$ cat config.mk
export PLATFORM = sky130hd
export DESIGN_NAME = txdesc_dma
export DESIGN_NICKNAME = d
export VERILOG_FILES = /design/src/rtl/txdma_pkg.sv /design/src/rtl/txdma_lane.sv /design/src/rtl/txdma_regs.sv /design/src/rtl/txdma_fsm.sv /design/src/rtl/txdesc_dma.sv
export SDC_FILE = /design/constraint.sdc
export NUM_CORES = 1
export LEC_CHECK = 0
export BUFFER_PORTS_ARGS = -buffer_cell sky130_fd_sc_hd__buf_2
export CORE_ASPECT_RATIO = 0.9
export CORE_MARGIN = 1
export CORE_UTILIZATION = 45
export CTS_BUF_LIST = sky130_fd_sc_hd__clkbuf_8
export DETAILED_ROUTE_END_ITERATION = 12
export PLACE_DENSITY = 0.76
export RECOVER_POWER = 25
export SLEW_MARGIN = 20
export SYNTH_ARGS = -nofsm -noshare
export SYNTH_HDL_FRONTEND = slang
export SYNTH_SLANG_ARGS = --single-unit
$ cat constraint.sdc
create_clock -name clk -period 5.5 [get_ports clk]
set_input_delay 0.825 -clock clk [delete_from_list [all_inputs] [get_ports clk]]
set_output_delay 0.825 -clock clk [all_outputs]
set_load 0.01 [all_outputs]
$ cat src/rtl/txdma_pkg.sv
package txdma_pkg;
    typedef enum logic [2:0] {
        ST_IDLE,
        ST_PTR,
        ST_CTRL,
        ST_WORD,
        ST_SEND,
        ST_STAT
    } txdma_state_e;

    localparam logic [2:0] REG_DBASE = 3'd0;
    localparam logic [2:0] REG_SBASE = 3'd1;
    localparam logic [2:0] REG_RLAST = 3'd2;
    localparam logic [2:0] REG_PROD  = 3'd3;
    localparam logic [2:0] REG_CONS  = 3'd4;
    localparam logic [2:0] REG_ISTAT = 3'd5;
    localparam logic [2:0] REG_IEN   = 3'd6;

    localparam int CTL_IRQ_BIT  = 31;
    localparam int CTL_LAST_BIT = 30;
endpackage

$ cat src/rtl/txdma_lane.sv
module txdma_lane (
    input  logic [31:0] word,
    input  logic [1:0]  ofs,
    output logic [7:0]  lane
);
    always_comb begin
        lane = word[8*ofs +: 8];
    end
endmodule

$ cat src/rtl/txdma_regs.sv
module txdma_regs
    import txdma_pkg::*;
#(
    parameter int IDXW = 8
) (
    input  logic            clk,
    input  logic            rst_n,
    input  logic            reg_wr,
    input  logic [2:0]      reg_addr,
    input  logic [31:0]     reg_wdata,
    output logic [31:0]     reg_rdata,
    input  logic            done,
    input  logic            done_irq,
    output logic [31:0]     desc_base,
    output logic [31:0]     stat_base,
    output logic [IDXW-1:0] produce,
    output logic [IDXW-1:0] consume,
    output logic            irq
);
    localparam int PADW = 32 - IDXW;

    logic [IDXW-1:0] ring_last;
    logic [1:0]      int_status;
    logic [1:0]      int_en;
    logic [IDXW-1:0] cons_next;
    logic [1:0]      set_bits;
    logic [1:0]      clr_bits;

    always_comb begin
        cons_next = (consume == ring_last) ? '0 : consume + 1'b1;
        set_bits  = {done && (cons_next == produce), done && done_irq};
        clr_bits  = (reg_wr && reg_addr == REG_ISTAT) ? reg_wdata[1:0] : 2'b00;
    end

    always_ff @(posedge clk or negedge rst_n) begin
        if (!rst_n) begin
            desc_base  <= '0;
            stat_base  <= '0;
            ring_last  <= '0;
            produce    <= '0;
            consume    <= '0;
            int_status <= '0;
            int_en     <= '0;
        end else begin
            if (reg_wr) begin
                unique case (reg_addr)
                    REG_DBASE: desc_base <= {reg_wdata[31:2], 2'b00};
                    REG_SBASE: stat_base <= {reg_wdata[31:2], 2'b00};
                    REG_RLAST: ring_last <= reg_wdata[IDXW-1:0];
                    REG_PROD:  produce   <= reg_wdata[IDXW-1:0];
                    REG_IEN:   int_en    <= reg_wdata[1:0];
                    default:   ;
                endcase
            end
            if (done) begin
                consume <= cons_next;
            end
            int_status <= (int_status & ~clr_bits) | set_bits;
        end
    end

    always_comb begin
        unique case (reg_addr)
            REG_DBASE: reg_rdata = desc_base;
            REG_SBASE: reg_rdata = stat_base;
            REG_RLAST: reg_rdata = {{PADW{1'b0}}, ring_last};
            REG_PROD:  reg_rdata = {{PADW{1'b0}}, produce};
            REG_CONS:  reg_rdata = {{PADW{1'b0}}, consume};
            REG_ISTAT: reg_rdata = {30'd0, int_status};
            REG_IEN:   reg_rdata = {30'd0, int_en};
            default:   reg_rdata = '0;
        endcase
    end

    assign irq = |(int_status & int_en);

    // enable writes leave the status register alone
    p_enable_keeps_status_r9: assert property (@(posedge clk) disable iff (!rst_n)
        (reg_wr && reg_addr == REG_IEN && !done) |=> int_status == $past(int_status));

    // a finished slot moves the consume index
    p_consume_steps_r7: assert property (@(posedge clk) disable iff (!rst_n)
        (done && ring_last != '0) |=> consume != $past(consume));

    // a pending bit survives a cycle with no clear written
    p_status_sticky_r8: assert property (@(posedge clk) disable iff (!rst_n)
        (int_status[0] && !(reg_wr && reg_addr == REG_ISTAT)) |=> int_status[0]);
endmodule

$ cat src/rtl/txdma_fsm.sv
module txdma_fsm
    import txdma_pkg::*;
#(
    parameter int IDXW = 8,
    parameter int SZW  = 11
) (
    input  logic            clk,
    input  logic            rst_n,
    input  logic [31:0]     desc_base,
    input  logic [31:0]     stat_base,
    input  logic [IDXW-1:0] produce,
    input  logic [IDXW-1:0] consume,
    output logic            mem_req,
    output logic            mem_we,
    output logic [31:0]     mem_addr,
    output logic [31:0]     mem_wdata,
    input  logic [31:0]     mem_rdata,
    input  logic            mem_ready,
    output logic            tx_valid,
    output logic [7:0]      tx_data,
    output logic            tx_last,
    input  logic            tx_ready,
    output logic            done,
    output logic            done_irq
);
    localparam int PAD3 = 32 - IDXW - 3;
    localparam int PAD2 = 32 - IDXW - 2;
    localparam int ZPAD = 30 - SZW;

    txdma_state_e    state, nxt;
    logic [31:0]     cur_addr;
    logic [31:0]     word_q;
    logic [SZW-1:0]  size_q;
    logic [SZW:0]    remaining;
    logic            last_f;
    logic            irq_f;
    logic [31:0]     slot_addr;
    logic [31:0]     stat_addr;
    logic [7:0]      lane_byte;

    assign slot_addr = desc_base + {{PAD3{1'b0}}, consume, 3'b000};
    assign stat_addr = stat_base + {{PAD2{1'b0}}, consume, 2'b00};

    txdma_lane u_lane (
        .word (word_q),
        .ofs  (cur_addr[1:0]),
        .lane (lane_byte)
    );

    always_comb begin
        nxt = state;
        unique case (state)
            ST_IDLE: if (produce != consume) nxt = ST_PTR;
            ST_PTR:  if (mem_ready) nxt = ST_CTRL;
            ST_CTRL: if (mem_ready) nxt = ST_WORD;
            ST_WORD: if (mem_ready) nxt = ST_SEND;
            ST_SEND: begin
                if (tx_ready) begin
                    if (remaining == 1) nxt = ST_STAT;
                    else if (cur_addr[1:0] == 2'b11) nxt = ST_WORD;
                end
            end
            ST_STAT: if (mem_ready) nxt = ST_IDLE;
            default: nxt = ST_IDLE;
        endcase
    end

    always_ff @(posedge clk or negedge rst_n) begin
        if (!rst_n) state <= ST_IDLE;
        else        state <= nxt;
    end

    always_ff @(posedge clk or negedge rst_n) begin
        if (!rst_n) begin
            cur_addr  <= '0;
            word_q    <= '0;
            size_q    <= '0;
            remaining <= '0;
            last_f    <= 1'b0;
            irq_f     <= 1'b0;
        end else begin
            unique case (state)
                ST_PTR: if (mem_ready) cur_addr <= mem_rdata;
                ST_CTRL: if (mem_ready) begin
                    size_q    <= mem_rdata[SZW-1:0];
                    remaining <= {1'b0, mem_rdata[SZW-1:0]} + 1'b1;
                    last_f    <= mem_rdata[CTL_LAST_BIT];
                    irq_f     <= mem_rdata[CTL_IRQ_BIT];
                end
                ST_WORD: if (mem_ready) word_q <= mem_rdata;
                ST_SEND: if (tx_ready) begin
                    cur_addr  <= cur_addr + 1'b1;
                    remaining <= remaining - 1'b1;
                end
                default: ;
            endcase
        end
    end

    always_comb begin
        mem_req   = 1'b0;
        mem_we    = 1'b0;
        mem_addr  = '0;
        mem_wdata = '0;
        tx_valid  = 1'b0;
        tx_last   = 1'b0;
        unique case (state)
            ST_PTR: begin
                mem_req  = 1'b1;
                mem_addr = slot_addr;
            end
            ST_CTRL: begin
                mem_req  = 1'b1;
                mem_addr = slot_addr + 32'd4;
            end
            ST_WORD: begin
                mem_req  = 1'b1;
                mem_addr = {cur_addr[31:2], 2'b00};
            end
            ST_SEND: begin
                tx_valid = 1'b1;
                tx_last  = last_f && (remaining == 1);
            end
            ST_STAT: begin
                mem_req   = 1'b1;
                mem_we    = 1'b1;
                mem_addr  = stat_addr;
                mem_wdata = {1'b1, last_f, {ZPAD{1'b0}}, size_q};
            end
            default: ;
        endcase
    end

    assign tx_data  = lane_byte;
    assign done     = (state == ST_STAT) && mem_ready;
    assign done_irq = irq_f;

    // request held steady until the memory answers
    p_mem_hold_r10: assert property (@(posedge clk) disable iff (!rst_n)
        (mem_req && !mem_ready) |=> mem_req && $stable(mem_addr) && $stable(mem_we));

    // byte held steady until the sink takes it
    p_tx_hold_r10: assert property (@(posedge clk) disable iff (!rst_n)
        (tx_valid && !tx_ready) |=> tx_valid && $stable(tx_data) && $stable(tx_last));

    // every address is word aligned
    p_addr_aligned_r3: assert property (@(posedge clk) disable iff (!rst_n)
        mem_req |-> mem_addr[1:0] == 2'b00);

    // the closing byte ends the stream for this slot
    p_last_closes_r5: assert property (@(posedge clk) disable iff (!rst_n)
        (tx_valid && tx_last && tx_ready) |=> !tx_valid);
endmodule

$ cat src/rtl/txdesc_dma.sv
module txdesc_dma #(
    parameter int IDXW = 8,
    parameter int SZW  = 11
) (
    input  logic        clk,
    input  logic        rst_n,
    input  logic        reg_wr,
    input  logic [2:0]  reg_addr,
    input  logic [31:0] reg_wdata,
    output logic [31:0] reg_rdata,
    output logic        mem_req,
    output logic        mem_we,
    output logic [31:0] mem_addr,
    output logic [31:0] mem_wdata,
    input  logic [31:0] mem_rdata,
    input  logic        mem_ready,
    output logic        tx_valid,
    output logic [7:0]  tx_data,
    output logic        tx_last,
    input  logic        tx_ready,
    output logic        irq
);
    logic [31:0]     desc_base;
    logic [31:0]     stat_base;
    logic [IDXW-1:0] produce;
    logic [IDXW-1:0] consume;
    logic            done;
    logic            done_irq;

    txdma_regs #(.IDXW(IDXW)) u_regs (
        .clk       (clk),
        .rst_n     (rst_n),
        .reg_wr    (reg_wr),
        .reg_addr  (reg_addr),
        .reg_wdata (reg_wdata),
        .reg_rdata (reg_rdata),
        .done      (done),
        .done_irq  (done_irq),
        .desc_base (desc_base),
        .stat_base (stat_base),
        .produce   (produce),
        .consume   (consume),
        .irq       (irq)
    );

    txdma_fsm #(.IDXW(IDXW), .SZW(SZW)) u_fsm (
        .clk       (clk),
        .rst_n     (rst_n),
        .desc_base (desc_base),
        .stat_base (stat_base),
        .produce   (produce),
        .consume   (consume),
        .mem_req   (mem_req),
        .mem_we    (mem_we),
        .mem_addr  (mem_addr),
        .mem_wdata (mem_wdata),
        .mem_rdata (mem_rdata),
        .mem_ready (mem_ready),
        .tx_valid  (tx_valid),
        .tx_data   (tx_data),
        .tx_last   (tx_last),
        .tx_ready  (tx_ready),
        .done      (done),
        .done_irq  (done_irq)
    );
endmodule

==> results of run 1 <==
stage by stage:
stage                     power, mW  hold slack, ns  utilization, %  setup slack, ns
after floorplan                4.25           0.445               -             1.51
after global placement         5.19           0.470            49.8            0.683
after detailed placement       5.28           0.477            49.8            0.586
after CTS                      6.30           0.391            51.4           0.0245
after global routing           6.72           0.527            51.4           0.0558
final                          6.32           0.493            51.4            0.298
state kept, by name (all words and copies together) (netlist names):
register	flops
u_regs.int_en	2
u_fsm.done_irq	1
u_regs.int_status	2
u_regs.desc_base	30
u_regs.stat_base	30
u_fsm.last_f	1
u_fsm.cur_addr	32
u_fsm.state	3
u_fsm.remaining	12
u_regs.produce	8
u_fsm.word_q	32
u_regs.ring_last	8
u_regs.consume	8
u_fsm.size_q	11
cell usage after synthesis (4+ instances only):
master	instances
o32ai_1	5
nor2_1	103
nor3b_1	6
a222oi_1	4
o21ai_0	104
a21o_1	5
dfrtp_1	180
nand2_1	114
buf_2	7
mux4_2	14
xor2_1	42
mux2i_1	8
nor3_1	18
nand2b_1	7
a22oi_1	11
nor2b_1	14
nand4_1	23
o211ai_1	6
nor4b_1	4
or2_2	9
o21ai_1	5
or3_1	5
and2_1	7
nor4_1	6
a22o_1	26
buf_1	11
o22ai_1	25
ha_1	22
a21oi_1	89
xnor2_1	64
o221ai_1	4
o31ai_1	9
a211oi_1	8
buf_4	23
and3_1	32
clkbuf_1	68
nand3_1	57
a31oi_1	5
mux2_2	120
inv_1	26
cells by family after synthesis:
family	after synthesis	synth area share, %
adders and majority gates	24	2.51
other	1	0.0299
AOI/OAI and AO/OA	346	17.7
buffers and inverters	136	4.82
muxes	142	13.9
DFF	180	35.9
and+or+nand+nor	433	17.6
xor gates and xnor gates	107	7.52
worst max-delay path, delay by kind of cell, from the launching register on:
family                   cells  cell delay [ns]
buffers and inverters        1             0.18
flip-flops                   1             0.52
XOR/XNOR                     1             0.11
adder cells (fa/ha/maj)      2             0.79
AND/OR/NAND/NOR              3             0.87
AO/OA/AOI/OAI                5             1.43
per-layer routing:
layer | vias to the layer above | track usage, % | share of wire, %
met1 | 5529 | 40.6 | 46
met5 | - | 0 | 0
met4 | 0 | 7.61 | 1.9
met3 | 48 | 4.81 | 7.3
li1 | 5167 | - | -
met2 | 521 | 40.9 | 45
placed cells by master, fill, tap and decap left out, drive strengths merged, types with 4 or more instances in the layout:
cell type,Yosys,routed
a22o,26,26
mux2i,8,8
o21ai,109,109
nand4,25,25
nand3,57,57
buf,41,176
nor3,20,20
nand2,114,114
dfrtp,180,180
mux2,120,120
o32ai,5,5
o22ai,26,26
or2,9,9
conb,1,21
xnor2,64,64
xor2,43,43
o31ai,9,9
a21oi,90,90
mux4,14,14
nor3b,7,7
o221ai,4,4
inv,26,32
nor2b,14,14
and2,8,8
o211ai,7,7
clkbuf,68,21
nand4b,4,4
ha,22,22
nand2b,7,7
a222oi,4,4
a211oi,10,10
a21o,5,5
nor4b,4,4
and3,32,32
nor4,10,10
or3,7,7
a31oi,5,5
nor2,106,106
a22oi,11,11
worst paths after layout:
check                                       start                    to  slack, ns  cells after the start
max in group asynchronous                   rst_n  u_regs.desc_base[29]       1.10                      1
min in group asynchronous                   rst_n    u_fsm.cur_addr[26]       1.92                      1
worst min-delay path              u_fsm.word_q[9]       u_fsm.word_q[9]       0.49                      2
worst min register to register    u_fsm.word_q[9]       u_fsm.word_q[9]       0.49                      2
worst max-delay path            u_regs.consume[0]          mem_addr[31]       0.30                     12
worst max register to register     u_fsm.state[0]  u_regs.int_status[1]       1.85                      8
final cells by class:
| class | count | area [um2] | area share (%) |
|---|---|---|---|
| Multi-Input combinational cell | 1073 | 7530 | 53.9 |
| Sequential cell | 180 | 4510 | 32.3 |
| Timing Repair Buffer | 178 | 948 | 6.79 |
| Tap cell | 354 | 443 | 3.17 |
| Clock buffer | 19 | 262 | 1.87 |
| Clock inverter | 13 | 171 | 1.23 |
| Inverter | 27 | 101 | 0.726 |
timing repair:
item | 4_1_cts | 5_1_grt
setup endpoints to repair | 0 | 6
setup buffers | 0 | 1
resized for setup | 0 | 1
hold buffers | 0 | 0
report_power, final:
group | total [mW] | leakage, nW | switching [mW] | internal (mW)
clock network | 1.01 | 0.218 | 0.531 | 0.482
logic | 2.83 | 3.47 | 1.55 | 1.27
registers | 2.49 | 2.15 | 0.692 | 1.79
total | 6.32 | 5.84 | 2.77 | 3.55
==> run metrics, run 1 <==
# DRC 0; Final period util 94.6%; Antenna Nets Post-Route 0; Syn Inst Count 1369; largest net degree at the start of global routing 100; dpl hpwl 28.7 mm; setup TNS 0 ns; fmax 0.192 GHz; crit start category flop; Max Slew Vio Count a little over 80; TritonCTS Buffers 17; I/O Buffers 159; initial antenna violation count 0; Max-Slew Margin vs Limit -197%; Row Count 57; CTS Sinks 180; LEAKAGE 5.84 nW; clk slew on worst S/H paths 0.09 ns; Total Routed Length approximately 39 mm; core area 0.0272 mm2; design area between 0.01 and 0.015 mm2; vias in the first global route 10600; H-tree Lvls 4; Worst-Margin Slew 4.45 ns; Setup CP Type reg -> out; Skew-Pair Late Insertion Delay approximately 0.5 ns; Final setup viols 0; placed cells 1811; max incr delay on CP 0.52 ns; GP Congestion 0.958; EDFF count, synth 0; synth top area cells dfrtp_1 (36%), mux2_2 (11%), xnor2_1 (4.5%), o21ai_0 (4.1%), a21oi_1 (3.5%); Root Driver clkbuf_8; first drt pass iteration count 5; die area between 0.02 and 0.03 mm2; I/O pin total 181; DR WL/cell 21.0 um; pwr dens 453 mW/mm2; Unique masters post-synth 86; post-synth top area cell dfrtp_1; failing checks max-capacitance violations, max-slew violations; outcome finished with violations; Post-Syn Area ~0.013 mm2; worst min-delay path class reg -> reg; Layout Skew 0.0149 ns; global-route wire length before repair 60.5 mm; Die Y ~160 um; Avg Inst Size Synth 9.17 um2; Async SR Flop Fraction 100%; clock buffer depth 2; DR vias 11300; Yosys warning count 0; Worst EP required 4.68 ns; total congestion overflow 0; area grow syn2layout 11.2%; Initial Util a little under half; Slowest-stage cell, CP dfrtp_2; fillers between 2000 and 3000; synthesized flop and latch total 180; vias per inst just over 6; All-Layer GR Usage 27.4%; Final Hold Fails 0; crit path capture type output port; n_diodes 0; Synth top area share between 30% and 40%; post-synthesis sequential area ratio 35.9%; NumNets Final 1573; unrepaired setup endpoints after global routing no; Die Span X about 180 um; arrival time worst endpoint about 4.4 ns; Final min period about 5.2 ns; CTS tree done; Max Cap Viol 1; fin cells around 1800; crit-path cells ha_1 > fa_1 > a211oi_2 > o211ai_2 > and2_1 > a31o_2 > nor4_2 > nand4_2 > a2111oi_2 > xnor2_1 > o21ai_1 > buf_2; share of layout cells above drive strength 1 25.6%; CP Max Fanout 12; maximum vdd ir drop 0.256 mV; starting DRC count in detailed routing slightly above 1000; ys flop type dfrtp_1; DP Area 0.0135 mm2
Note: power is estimated with default switching activity, not from simulation.
==> run 2: changes to the inputs <==
--- a/config.mk
+++ b/config.mk
@@ -11,9 +11,11 @@
 export CORE_UTILIZATION = 45
 export CTS_BUF_LIST = sky130_fd_sc_hd__clkbuf_8
 export DETAILED_ROUTE_END_ITERATION = 12
+export GPL_ROUTABILITY_DRIVEN = 0
 export PLACE_DENSITY = 0.76
 export RECOVER_POWER = 25
 export SLEW_MARGIN = 20
 export SYNTH_ARGS = -nofsm -noshare
 export SYNTH_HDL_FRONTEND = slang
 export SYNTH_SLANG_ARGS = --single-unit
+export TNS_END_PERCENT = 50
==> constraint.sdc (replaced) <==
create_clock -name clk -period 5.5 [get_ports clk]
set_input_delay 0.55 -clock clk [delete_from_list [all_inputs] [get_ports clk]]
set_output_delay 0.55 -clock clk [all_outputs]
set_load 0.01 [all_outputs]
==> run 2 against run 1 <==
Effect of this change:
- the flow still finishes with violations (max-capacitance violations, max-slew violations)
- maximum frequency is 1.1% higher
- non-clock buffer count is 5 lower
- clock skew is 0.0042 ns lower
- sequential cell count stayed put
- via count is 1.1% higher
- core utilization is 0.28 points lower
- power is 1.3% lower
- clock power is 5% lower
- critical path type unchanged
- largest power group unchanged
==> run metrics, run 2 (same netlist as run 1, synthesis figures left out) <==
Multi-input gate area 0.00753 mm2 (unchanged); maximum vdd ir drop 0.230 mV (-10%); LEAKAGE 5.80 nW (-0.66%); CTS tree done; Total Routed Length 37.7 mm (-2.6%); TritonCTS Buffers 17 (unchanged); CTS Sinks 180 (unchanged); global-route wire length before repair 59.3 mm (-2.1%); I/O Buffers 159 (unchanged); design area 0.0139 mm2 (-0.54%); Root Driver clkbuf_8; H-tree Lvls 4 (unchanged); Final min period 5.15 ns (-0.0557 ns); total congestion overflow 0 (unchanged); initial antenna violation count 0 (unchanged); # DRC 0 (unchanged); Final period util 93.6% (-1.0 points); unrepaired setup endpoints after global routing no; clock buffer depth 2 (unchanged); crit-path cells ha_1 > fa_1 > a211o_1 > and3_1 > nor4_4 > nand4_1 > nor3_2 > nand4_1 > a211oi_1 > xor2_1 > o221ai_1 > buf_2; CP Max Fanout 12 (unchanged); capturing point of the worst reg2reg path u_regs.int_status[1]; DP Area 0.0135 mm2 (-0.22%); max incr delay on CP 0.55 ns (+0.03 ns); area grow syn2layout 10.6%; Hold EP u_regs.desc_base[13]; setup TNS 0 ns (unchanged); largest net degree at the start of global routing 181 (+81%); RR Startpoint u_fsm.state[0]; Post-CTS Resized 0 (unchanged); Antenna Nets Post-Route 0 (unchanged); vias per inst 6.20 (+1.5%); Hold Path Depth 3 (+1); Initial Util 46.2% (unchanged); flop2flop setup slack 1.48 ns (-0.37 ns); commonest cells after routing, fill and taps aside dfrtp_1 (180), buf_2 (158), mux2_2 (120); die area 0.0286 mm2 (unchanged); Final setup viols 0 (unchanged); DR vias 11400 (+1.1%); crit start category flop; Skew-Pair Late Insertion Delay 0.49 ns (about the same); All-Layer GR Usage 26.7% (-0.79 points); starting DRC count in detailed routing 1202 (+18%); fillers 2487 (-1.8%); most frequent CP cell nand4_1; # hold bufs at CTS 0 (unchanged); cell count of the worst reg-to-reg path 8 (unchanged); I/O pin total 181 (unchanged); Row Count 57 (unchanged); dpl hpwl 27.6 mm (-4.1%); NumNets Final 1568 (-0.32%); Max-Slew Margin vs Limit -202% (-5.6 points); Final Hold Fails 0 (unchanged); commonest non-fill, non-tap cell in the layout dfrtp_1; Die Y 160 um (unchanged); largest delay contributor family on the critical path simple AND/OR/NAND/NOR gates; worst min-delay path class in -> reg; arrival time worst endpoint 4.60 ns (+0.22 ns); Layout Skew 0.0107 ns (-0.00424 ns); clk slew on worst S/H paths 0.09 ns (about the same); Worst-Margin Slew 4.54 ns (+0.0838 ns); core area 0.0272 mm2 (unchanged); n_diodes 0 (unchanged); fmax 0.194 GHz (+1.1%); FF/Latch Area 0.00450 mm2 (about the same); share of layout cells above drive strength 1 25.4% (-0.22 points); Slowest-stage cell, CP dfrtp_1; Max Slew Vio Count 181 (+120%); post-CTS setup buffer count 0 (unchanged); failing checks max-capacitance violations, max-slew violations; DR WL/cell 20.5 um (-2.2%); leading registers by flop count u_fsm.cur_addr: 32 flops, u_fsm.word_q: 32 flops; vias in the first global route 10600 (-0.16%); outcome finished with violations; Max Cap Viol 1 (unchanged); CP bufs+invs 1 (unchanged); pwr dens 450 mW/mm2 (-0.77%); Setup CP Type reg -> out; Die Span X 178 um (unchanged); crit path capture type output port; min-delay src reg_wdata[13]; Worst EP required 4.95 ns (+0.27 ns); Power, Total 6.24 mW (-1.3%); first drt pass iteration count 6 (+1)
[run 2: per-layer routing]
layer | share of wire [%] | track usage (%)
met1 | 44 | 39.5
met2 | 45 | 39.9
met5 | 0 | 0
met4 | 2.3 | 7.58
met3 | 8.4 | 4.26
[run 2: layout make-up]
cell class | instances | share of cell area (%)
clock inverters | 12 | 1.12
well taps | 354 | 3.19
clock buffers | 18 | 1.78
repair buffers | 173 | 6.51
inverters | 27 | 0.730
multi-input cells | 1073 | 54.2
flip-flops and latches | 180 | 32.4
[run 2: report_power, final]
part           total, mW  internal, mW  switching [mW]
combinational       2.82          1.26            1.56
sequential          2.46          1.79           0.662
clock              0.963         0.457           0.506
[run 2: worst min-delay path, stage by stage]
cell and delay, ns:
buf_2 0.09, nand2_1 0.04, o21ai_0 0.06
[run 2: how the worst max path moves through the flow]
stage                      start           end  cells after the start
2_1_floorplan  u_regs.consume[0]  mem_addr[30]                     11
3_3_place_gp   u_regs.consume[0]  mem_addr[30]                     12
3_5_place_dp   u_regs.consume[0]  mem_addr[30]                     12
4_1_cts        u_regs.consume[0]  mem_addr[30]                     12
5_1_grt        u_regs.consume[0]  mem_addr[30]                     12
6_report       u_regs.consume[0]  mem_addr[30]                     12
[run 2: stage by stage]
stage | setup WS, ns | hold WS [ns] | util, % | cells
2_1_floorplan | 1.78 | 0.254 | - | 1389
3_3_place_gp | 1.04 | 0.464 | 49.7 | 1807
3_5_place_dp | 0.932 | 0.467 | 49.7 | 1807
4_1_cts | 0.385 | 0.264 | 51.2 | 1837
5_1_grt | 0.145 | 0.282 | 51.1 | 1837
6_report | 0.354 | 0.284 | 51.1 | 1837
